===== src/rtl/dacc_pkg.sv =====
// Package: opcode, sub-command and decoded control types shared by the
// dual-channel DAC command controller. Assumes a 3-bit opcode and a 3-bit
// sub-command field, as fixed by the serial frame layout.
package dacc_pkg;

    typedef enum logic [2:0] {
        OP_SUB         = 3'b000,
        OP_LOAD_A      = 3'b001,
        OP_SLEEP_ALL   = 3'b010,
        OP_LOAD_A_PUSH = 3'b011,
        OP_COPY_ALL    = 3'b100,
        OP_LOAD_B      = 3'b101,
        OP_DIRECT      = 3'b110,
        OP_LOAD_B_PUSH = 3'b111
    } op_e;

    typedef enum logic [2:0] {
        SUB_NOP     = 3'b000,
        SUB_PUSH_A  = 3'b001,
        SUB_GP_LO   = 3'b010,
        SUB_GP_HI   = 3'b011,
        SUB_MODE    = 3'b100,
        SUB_PUSH_B  = 3'b101,
        SUB_SLEEP_A = 3'b110,
        SUB_SLEEP_B = 3'b111
    } sub_e;

    typedef struct packed {
        logic load_a;
        logic load_b;
        logic push_a;
        logic push_b;
        logic direct;
        logic sleep_a;
        logic sleep_b;
        logic gp_wr;
        logic gp_val;
        logic mode_wr;
        logic mode_val;
    } ctl_t;

endpackage


===== src/rtl/dacc_sync.sv =====
// Module: multi-bit two-or-more stage synchronizer. Each bit is independent,
// so it is meant only for slow single-bit controls, not for data buses.
// Assumes a synchronous active-low reset that loads RST_VAL into every stage.
module dacc_sync #(
    parameter int          WIDTH   = 5,
    parameter int          STAGES  = 2,
    parameter logic [WIDTH-1:0] RST_VAL = '0
) (
    input  logic             clk,
    input  logic             rst_n,
    input  logic [WIDTH-1:0] d_async,
    output logic [WIDTH-1:0] q_sync
);

    logic [WIDTH-1:0] stage_q [STAGES];

    // First stage captures the asynchronous pins.
    always_ff @(posedge clk) begin
        if (!rst_n) stage_q[0] <= RST_VAL;
        else        stage_q[0] <= d_async;
    end

    generate
        for (genvar s = 1; s < STAGES; s++) begin : g_stage
            // Each later stage re-registers the previous one.
            always_ff @(posedge clk) begin
                if (!rst_n) stage_q[s] <= RST_VAL;
                else        stage_q[s] <= stage_q[s-1];
            end
        end
    endgenerate

    assign q_sync = stage_q[STAGES-1];

endmodule


===== src/rtl/dacc_shifter.sv =====
// Module: serial frame receiver. It finds the edges of the synchronized serial
// clock and select, shifts data in on rising clock edges while select is low,
// and counts bits (saturating). When select rises it emits a one-cycle
// command strobe, but only if exactly FRAME_W bits arrived. It also drives the
// chained serial output from the last shift stage, launched on the rising
// edge (rise_mode=1) or the falling edge (rise_mode=0).
// Assumes the inputs are already synchronized to clk.
module dacc_shifter #(
    parameter int FRAME_W = 16
) (
    input  logic               clk,
    input  logic               rst_n,
    input  logic               cs_n_s,
    input  logic               sclk_s,
    input  logic               din_s,
    input  logic               rise_mode,
    output logic               cmd_valid,
    output logic [FRAME_W-1:0] cmd_word,
    output logic               dout
);

    localparam int CNT_W   = $clog2(FRAME_W + 2);
    localparam logic [CNT_W-1:0] CNT_MAX  = CNT_W'(FRAME_W + 1);
    localparam logic [CNT_W-1:0] CNT_FULL = CNT_W'(FRAME_W);

    logic [FRAME_W-1:0] shreg_q;
    logic [CNT_W-1:0]   bits_q;
    logic               cs_prev_q;
    logic               sclk_prev_q;
    logic               dout_fall_q;
    logic               cs_rise;
    logic               sclk_rise;
    logic               sclk_fall;

    assign cs_rise   =  cs_n_s & ~cs_prev_q;
    assign sclk_rise =  sclk_s & ~sclk_prev_q;
    assign sclk_fall = ~sclk_s &  sclk_prev_q;

    // Edge-detection history of the synchronized select and clock.
    always_ff @(posedge clk) begin
        if (!rst_n) begin
            cs_prev_q   <= 1'b1;
            sclk_prev_q <= 1'b0;
        end else begin
            cs_prev_q   <= cs_n_s;
            sclk_prev_q <= sclk_s;
        end
    end

    // Shift register and saturating bit counter; the counter clears while select is high.
    always_ff @(posedge clk) begin
        if (!rst_n) begin
            shreg_q <= '0;
            bits_q  <= '0;
        end else if (cs_n_s) begin
            bits_q <= '0;
        end else if (sclk_rise) begin
            shreg_q <= {shreg_q[FRAME_W-2:0], din_s};
            if (bits_q != CNT_MAX) bits_q <= bits_q + 1'b1;
        end
    end

    // Command strobe on select release, qualified by an exact bit count.
    always_ff @(posedge clk) begin
        if (!rst_n) begin
            cmd_valid <= 1'b0;
            cmd_word  <= '0;
        end else begin
            cmd_valid <= cs_rise && (bits_q == CNT_FULL);
            if (cs_rise) cmd_word <= shreg_q;
        end
    end

    // Falling-edge launch stage for the chained serial output.
    always_ff @(posedge clk) begin
        if (!rst_n)                   dout_fall_q <= 1'b0;
        else if (!cs_n_s && sclk_fall) dout_fall_q <= shreg_q[FRAME_W-1];
    end

    assign dout = rise_mode ? shreg_q[FRAME_W-1] : dout_fall_q;

endmodule


===== src/rtl/dacc_decode.sv =====
// Module: combinational command decoder. It turns a received frame into
// control strobes. The three top bits are the opcode. When the opcode is zero,
// the top three data bits pick a sub-command and the next bit selects the
// serial-output launch edge. Assumes FRAME_W = DATA_W + 4.
module dacc_decode
    import dacc_pkg::*;
#(
    parameter int DATA_W = 12
) (
    input  logic [DATA_W+3:0] word,
    output ctl_t              ctl
);

    localparam int FRAME_W = DATA_W + 4;

    op_e  op;
    sub_e sub;
    logic sub_lsb;

    assign op      = op_e'(word[FRAME_W-1 -: 3]);
    assign sub     = sub_e'(word[DATA_W -: 3]);
    assign sub_lsb = word[DATA_W-3];

    // Map opcode and sub-command to control strobes.
    always_comb begin
        ctl = '0;
        unique case (op)
            OP_LOAD_A:      ctl.load_a = 1'b1;
            OP_LOAD_B:      ctl.load_b = 1'b1;
            OP_LOAD_A_PUSH: begin
                ctl.load_a = 1'b1;
                ctl.push_a = 1'b1;
                ctl.push_b = 1'b1;
            end
            OP_LOAD_B_PUSH: begin
                ctl.load_b = 1'b1;
                ctl.push_a = 1'b1;
                ctl.push_b = 1'b1;
            end
            OP_DIRECT: begin
                ctl.direct = 1'b1;
                ctl.push_a = 1'b1;
                ctl.push_b = 1'b1;
            end
            OP_COPY_ALL: begin
                ctl.push_a = 1'b1;
                ctl.push_b = 1'b1;
            end
            OP_SLEEP_ALL: begin
                ctl.sleep_a = 1'b1;
                ctl.sleep_b = 1'b1;
            end
            OP_SUB: begin
                unique case (sub)
                    SUB_PUSH_A:  ctl.push_a  = 1'b1;
                    SUB_PUSH_B:  ctl.push_b  = 1'b1;
                    SUB_SLEEP_A: ctl.sleep_a = 1'b1;
                    SUB_SLEEP_B: ctl.sleep_b = 1'b1;
                    SUB_GP_LO: begin
                        ctl.gp_wr  = 1'b1;
                        ctl.gp_val = 1'b0;
                    end
                    SUB_GP_HI: begin
                        ctl.gp_wr  = 1'b1;
                        ctl.gp_val = 1'b1;
                    end
                    SUB_MODE: begin
                        ctl.mode_wr  = 1'b1;
                        ctl.mode_val = sub_lsb;
                    end
                    default: ctl = '0;
                endcase
            end
            default: ctl = '0;
        endcase
    end

endmodule


===== src/rtl/dacc_regfile.sv =====
// Module: per-channel staged and output registers, sleep flags, general-purpose
// pin and launch-mode bit. Commands apply on the cycle cmd_valid is high.
// A low synchronized clear acts like reset. A low synchronized lockout blocks
// sleep requests and forces both flags clear, so the fall of lockout wakes
// both channels. Assumes the inputs are synchronized to clk.
module dacc_regfile
    import dacc_pkg::*;
#(
    parameter int DATA_W = 12
) (
    input  logic              clk,
    input  logic              rst_n,
    input  logic              clr_n_s,
    input  logic              lock_n_s,
    input  logic              cmd_valid,
    input  logic [DATA_W+3:0] cmd_word,
    output logic [DATA_W-1:0] code_a,
    output logic [DATA_W-1:0] code_b,
    output logic              sleep_a,
    output logic              sleep_b,
    output logic              gp_out,
    output logic              rise_mode
);

    ctl_t              ctl;
    logic [DATA_W-1:0] data;
    logic [DATA_W-1:0] stage_a_q;
    logic [DATA_W-1:0] stage_b_q;
    logic              wipe;

    assign data = cmd_word[DATA_W:1];
    assign wipe = !rst_n || !clr_n_s;

    dacc_decode #(.DATA_W(DATA_W)) u_decode (
        .word (cmd_word),
        .ctl  (ctl)
    );

    // Staged registers: loaded from the frame data.
    always_ff @(posedge clk) begin
        if (wipe) begin
            stage_a_q <= '0;
            stage_b_q <= '0;
        end else if (cmd_valid) begin
            if (ctl.load_a) stage_a_q <= data;
            if (ctl.load_b) stage_b_q <= data;
        end
    end

    // Output registers: take frame data when it is loaded or direct, otherwise the staged value.
    always_ff @(posedge clk) begin
        if (wipe) begin
            code_a <= '0;
            code_b <= '0;
        end else if (cmd_valid) begin
            if (ctl.push_a) code_a <= (ctl.direct || ctl.load_a) ? data : stage_a_q;
            if (ctl.push_b) code_b <= (ctl.direct || ctl.load_b) ? data : stage_b_q;
        end
    end

    // Sleep flags: lockout clears, an output update clears, a sleep request sets.
    always_ff @(posedge clk) begin
        if (wipe || !lock_n_s) begin
            sleep_a <= 1'b0;
            sleep_b <= 1'b0;
        end else if (cmd_valid) begin
            if (ctl.push_a)       sleep_a <= 1'b0;
            else if (ctl.sleep_a) sleep_a <= 1'b1;
            if (ctl.push_b)       sleep_b <= 1'b0;
            else if (ctl.sleep_b) sleep_b <= 1'b1;
        end
    end

    // General-purpose pin and serial-output launch mode.
    always_ff @(posedge clk) begin
        if (wipe) begin
            gp_out    <= 1'b0;
            rise_mode <= 1'b0;
        end else if (cmd_valid) begin
            if (ctl.gp_wr)   gp_out    <= ctl.gp_val;
            if (ctl.mode_wr) rise_mode <= ctl.mode_val;
        end
    end

endmodule


===== src/rtl/dual_dac_ctrl.sv =====
// Module: top of the dual-channel DAC serial command controller. It
// synchronizes the five slow pins, receives frames and applies the commands
// to the register file. Assumes clk is at least several times faster than
// the serial clock, so that each serial-clock phase spans a few system cycles.
module dual_dac_ctrl #(
    parameter int DATA_W      = 12,
    parameter int SYNC_STAGES = 2
) (
    input  logic              clk,
    input  logic              rst_n,
    input  logic              cs_n,
    input  logic              sclk,
    input  logic              din,
    input  logic              clr_n,
    input  logic              lock_n,
    output logic [DATA_W-1:0] code_a,
    output logic [DATA_W-1:0] code_b,
    output logic              sleep_a,
    output logic              sleep_b,
    output logic              gp_out,
    output logic              dout
);

    localparam int FRAME_W = DATA_W + 4;

    logic [4:0]         pins_s;
    logic               cs_n_s;
    logic               sclk_s;
    logic               din_s;
    logic               clr_n_s;
    logic               lock_n_s;
    logic               cmd_valid;
    logic [FRAME_W-1:0] cmd_word;
    logic               rise_mode;

    dacc_sync #(
        .WIDTH   (5),
        .STAGES  (SYNC_STAGES),
        .RST_VAL (5'b11001)
    ) u_sync (
        .clk     (clk),
        .rst_n   (rst_n),
        .d_async ({cs_n, clr_n, lock_n, sclk, din}),
        .q_sync  (pins_s)
    );

    assign {cs_n_s, clr_n_s, lock_n_s, sclk_s, din_s} = pins_s;

    dacc_shifter #(.FRAME_W(FRAME_W)) u_shifter (
        .clk       (clk),
        .rst_n     (rst_n),
        .cs_n_s    (cs_n_s),
        .sclk_s    (sclk_s),
        .din_s     (din_s),
        .rise_mode (rise_mode),
        .cmd_valid (cmd_valid),
        .cmd_word  (cmd_word),
        .dout      (dout)
    );

    dacc_regfile #(.DATA_W(DATA_W)) u_regfile (
        .clk       (clk),
        .rst_n     (rst_n),
        .clr_n_s   (clr_n_s),
        .lock_n_s  (lock_n_s),
        .cmd_valid (cmd_valid),
        .cmd_word  (cmd_word),
        .code_a    (code_a),
        .code_b    (code_b),
        .sleep_a   (sleep_a),
        .sleep_b   (sleep_b),
        .gp_out    (gp_out),
        .rise_mode (rise_mode)
    );

endmodule


===== config.mk =====
export PLATFORM = sky130hd
export DESIGN_NAME = dual_dac_ctrl
export DESIGN_NICKNAME = d
export VERILOG_FILES = /design/src/rtl/dacc_pkg.sv /design/src/rtl/dacc_sync.sv /design/src/rtl/dacc_shifter.sv /design/src/rtl/dacc_decode.sv /design/src/rtl/dacc_regfile.sv /design/src/rtl/dual_dac_ctrl.sv
export SDC_FILE = /design/constraint.sdc
export NUM_CORES = 1
export LEC_CHECK = 0
export ABC_AREA = 0
export CORE_MARGIN = 5
export CORE_UTILIZATION = 52
export CTS_CLUSTER_DIAMETER = 50
export DETAILED_ROUTE_END_ITERATION = 8
export GPL_TIMING_DRIVEN = 0
export PLACE_DENSITY = 0.78
export SLEW_MARGIN = 0
export SYNTH_ARGS = -nofsm -noshare
export SYNTH_HDL_FRONTEND = slang
export SYNTH_HIERARCHICAL = 1
export SYNTH_SLANG_ARGS = --single-unit

===== constraint.sdc =====
create_clock -name clk -period 2 [get_ports clk]
set_input_delay 0.4 -clock clk [delete_from_list [all_inputs] [get_ports clk]]
set_output_delay 0.4 -clock clk [all_outputs]
set_load 0.01 [all_outputs]

==> results by stage <==
Die:
- The boundary pin count is 35.
- The core box area is between 0.008 and 0.009 sq mm.
- The floorplan has 33 rows.
- The initial cell density of the core is 0.536.
- From bottom edge to top edge, the die measures ~100 um.
- The die span in x is between 100 and 150 um.
- The die covers between 0.01 and 0.015 sq mm.

STA:
- Setup total negative slack on the finished layout was measured at 0 ns.
- The largest clock skew in the final design is 0.00871 ns.
- For the finished layout, the period the worst path requires is 1.92 ns.
- Across all setup checks in the final design, the least slack found is around 0.084 ns.
- The actual slew at the worst max-slew pin is between 0.7 and 0.8 ns.
- The count of pins over their slew limit was 0.
- The worst hold margin is about 0.4 ns.
- Measured against its own limit, the worst slew margin works out to 0.527.
- Of the available clock period, the critical path in the final layout requires 0.958.
- Based on the critical path, the design can be clocked at up to around 520 MHz.
- The number of failing setup endpoints in the final timing report is 0.
- The hold violation count in the final report is 0.

Worst setup path:
- By startpoint and endpoint, the worst setup path is classified as register to output port.
- In this design, the largest share of critical-path delay is due to buffers and inverters.
- Along the worst path, the maximum fanout reaches 2.
- The worst setup path is launched from a register.
- STA classifies the critical path endpoint as an output port.
- The number of buffers and inverters on the critical path is 1.
- For the worst setup path, the data arrival time is approximately 1.5 ns.
- For this design, the slowest cell found on the critical path is sky130_fd_sc_hd__clkdlybuf4s50_1.
- Traced cell by cell, the critical path runs through mux2_2 -> clkdlybuf4s50_1.
- The highest cell delay on the worst timing path is 0.48 ns.
- The data required time of the worst path is ~1.6 ns.

Status:
- The flow ran to the end, and the final reports show no timing, DRC or antenna violations.

Detailed routing:
- The number of remaining DRC errors is 0.
- The number of vias in the routed layout is around 3.6k.
- The mean number of vias per cell is 5.59.
- The remaining antenna violation count is 0.
- The number of optimization iterations in the first detailed-route pass is 4.
- The routed wire length per instance is around 15 um.
- For this block, the routed nets add up to 9.58 mm of wire.
- After the first detailed-routing iteration, the DRC count stood at 173.

Place:
- Input and output buffers added on the ports amount to 34.
- At the end of routability-driven placement, the weighted congestion stood at between 0.9 and 1.
- The post-placement worst setup slack is -0.342 ns.
- The wire-length estimate of the detail-placed layout is between 7 and 8 mm.
- The post-placement cell area is roughly 0.0049 sq mm.

Pwr:
- Summing internal, switching and leakage power gives 3.39 mW.
- The power density relative to cell area is ~660 mW/mm^2.
- The analysis attributes to cell leakage a power of roughly 1.6 nW.
- IR analysis of the VDD net gives a maximum drop of between 0.4 and 0.5 mV.

GRT:
- The remaining global-route overflow is 0.
- The wire length of the first global-routing pass is approximately 16 mm.
- The initial antenna violation count came to 0.
- The overall fraction of global-route tracks in use is 0.197.
- Entering global routing, the biggest net connects 22 pins.
- The number of global-route vias before repair came to about 3.5k.

Clock tree:
- For the worst-skew pair, the clock arrives at the later sink with an insertion delay of 0.36 ns.
- The count of H-tree levels built during CTS is 3.
- Buffers inserted to repair hold after CTS numbered 0.
- After clock tree synthesis, the clock-pin slew on the worst setup and hold paths is around 0.09 ns.
- The tree built by TritonCTS fans out to just over 100 sinks.
- Buffers inserted during clock tree synthesis total 9.
- The tree is rooted in a sky130_fd_sc_hd__clkbuf_8.
- The clock passes through at most 2 buffers.
- The clock tree from TritonCTS is built.

Final layout:
- The layout overhead on the synthesized area is 15.8%.
- The total number of nets in the final design is ~550.
- The antenna diode count is 0.
- The finished cells cover between 0.005 and 0.006 sq mm.
- The fraction of layout instances using a drive strength above 1 is 0.128.
- The layout filler cell count is ~730.

Synth:
- For this run, the number of Yosys warnings is 6.
- The number of nets produced by synthesis is 500.
- The synthesized cell area is around 0.0044 sq mm.
- After technology mapping, the gate count stands at between 400 and 500.
- Each instance of the synthesized netlist takes up on average 8.98 sq um.

Job:
- The max-capacitance violation count is 0.

Worst hold path:
- The worst min-delay path class is register to register.
-- placed cells by master, fill, tap and decap left out, drive strengths merged, types with 2 or more instances in the layout --
cell / count
dfxtp: 102
nand2: 68
a21oi: 58
clkbuf: 38
clkdlybuf4s50: 33
a21boi: 31
nand3: 28
o21ai: 27
a21bo: 26
or3b: 25
a311oi: 24
buf: 16
and2: 8
nand2b: 8
nor2b: 6
inv: 4
nor3: 3
or3: 3
ha: 3
clkinv: 2
nor2: 2
nor4bb: 2
nor4: 2
and3b: 2
nor3b: 2
-- flip-flops by register name (all words and copies together), names as in the netlist, 5 cells and up --
register,count
u_regfile/code_a,12
u_regfile/code_b,12
u_regfile/stage_a_q,12
u_regfile/stage_b_q,12
u_shifter/bits_q,5
u_shifter/cmd_word,15
u_shifter/shreg_q,16
u_sync/stage_q,10
-- repair_timing --
item	4_1_cts	5_1_grt
endpoints found under the setup margin	12	26
endpoints found under the hold margin	0	0
gates cloned	0	0
buffers inserted	0	0
gates resized for setup	6	11
-- metrics by stage --
stage / instances / utilization
floorplan: 490 / -
global placement: 629 / 0.593
detailed placement: 629 / 0.593
CTS: 644 / 0.618
global route: 644 / 0.620
finish: 644 / 0.620
-- final cells by class --
| type | instances | area [sq um] | area share |
|---|---|---|---|
| multi-input cells | 341 | 2160 | 0.424 |
| plain buffers | 43 | 206 | 0.0405 |
| inverters | 4 | 15.0 | 0.00295 |
| clock inverters | 4 | 47.5 | 0.00933 |
| clock buffers | 11 | 141 | 0.0277 |
| flip-flops and latches | 102 | 2050 | 0.402 |
| well taps | 105 | 131 | 0.0258 |
| repair buffers | 34 | 343 | 0.0673 |
-- layer usage --
metal	GRT usage	share of wire
met5	0	0
met4	0.0938	0.033
met3	0.0341	0.055
met2	0.330	0.47
met1	0.247	0.44
-- path summary, 6_finish.rpt --
kind / startpoint / to / slack (ns) / cells past startpoint
hold reg to reg: u_sync/stage_q[0][3] / u_sync/stage_q[1][3] / 0.41 / 1
hold / removal: u_sync/stage_q[0][3] / u_sync/stage_q[1][3] / 0.41 / 1
setup / recovery: u_regfile/rise_mode / dout / 0.08 / 2
setup reg to reg: u_shifter/cmd_word[11] / u_regfile/code_a[10] / 0.12 / 5
-- where the power goes --
group | internal (mW) | switching (mW) | total, mW | leakage, nW
registers | 2.04 | 0.00560 | 2.04 | 0.826
logic | 0.0332 | 0.0470 | 0.0802 | 0.679
clock network | 0.602 | 0.663 | 1.27 | 0.0952
total | 2.67 | 0.715 | 3.39 | 1.60
Power figures use the tool's default switching activity.
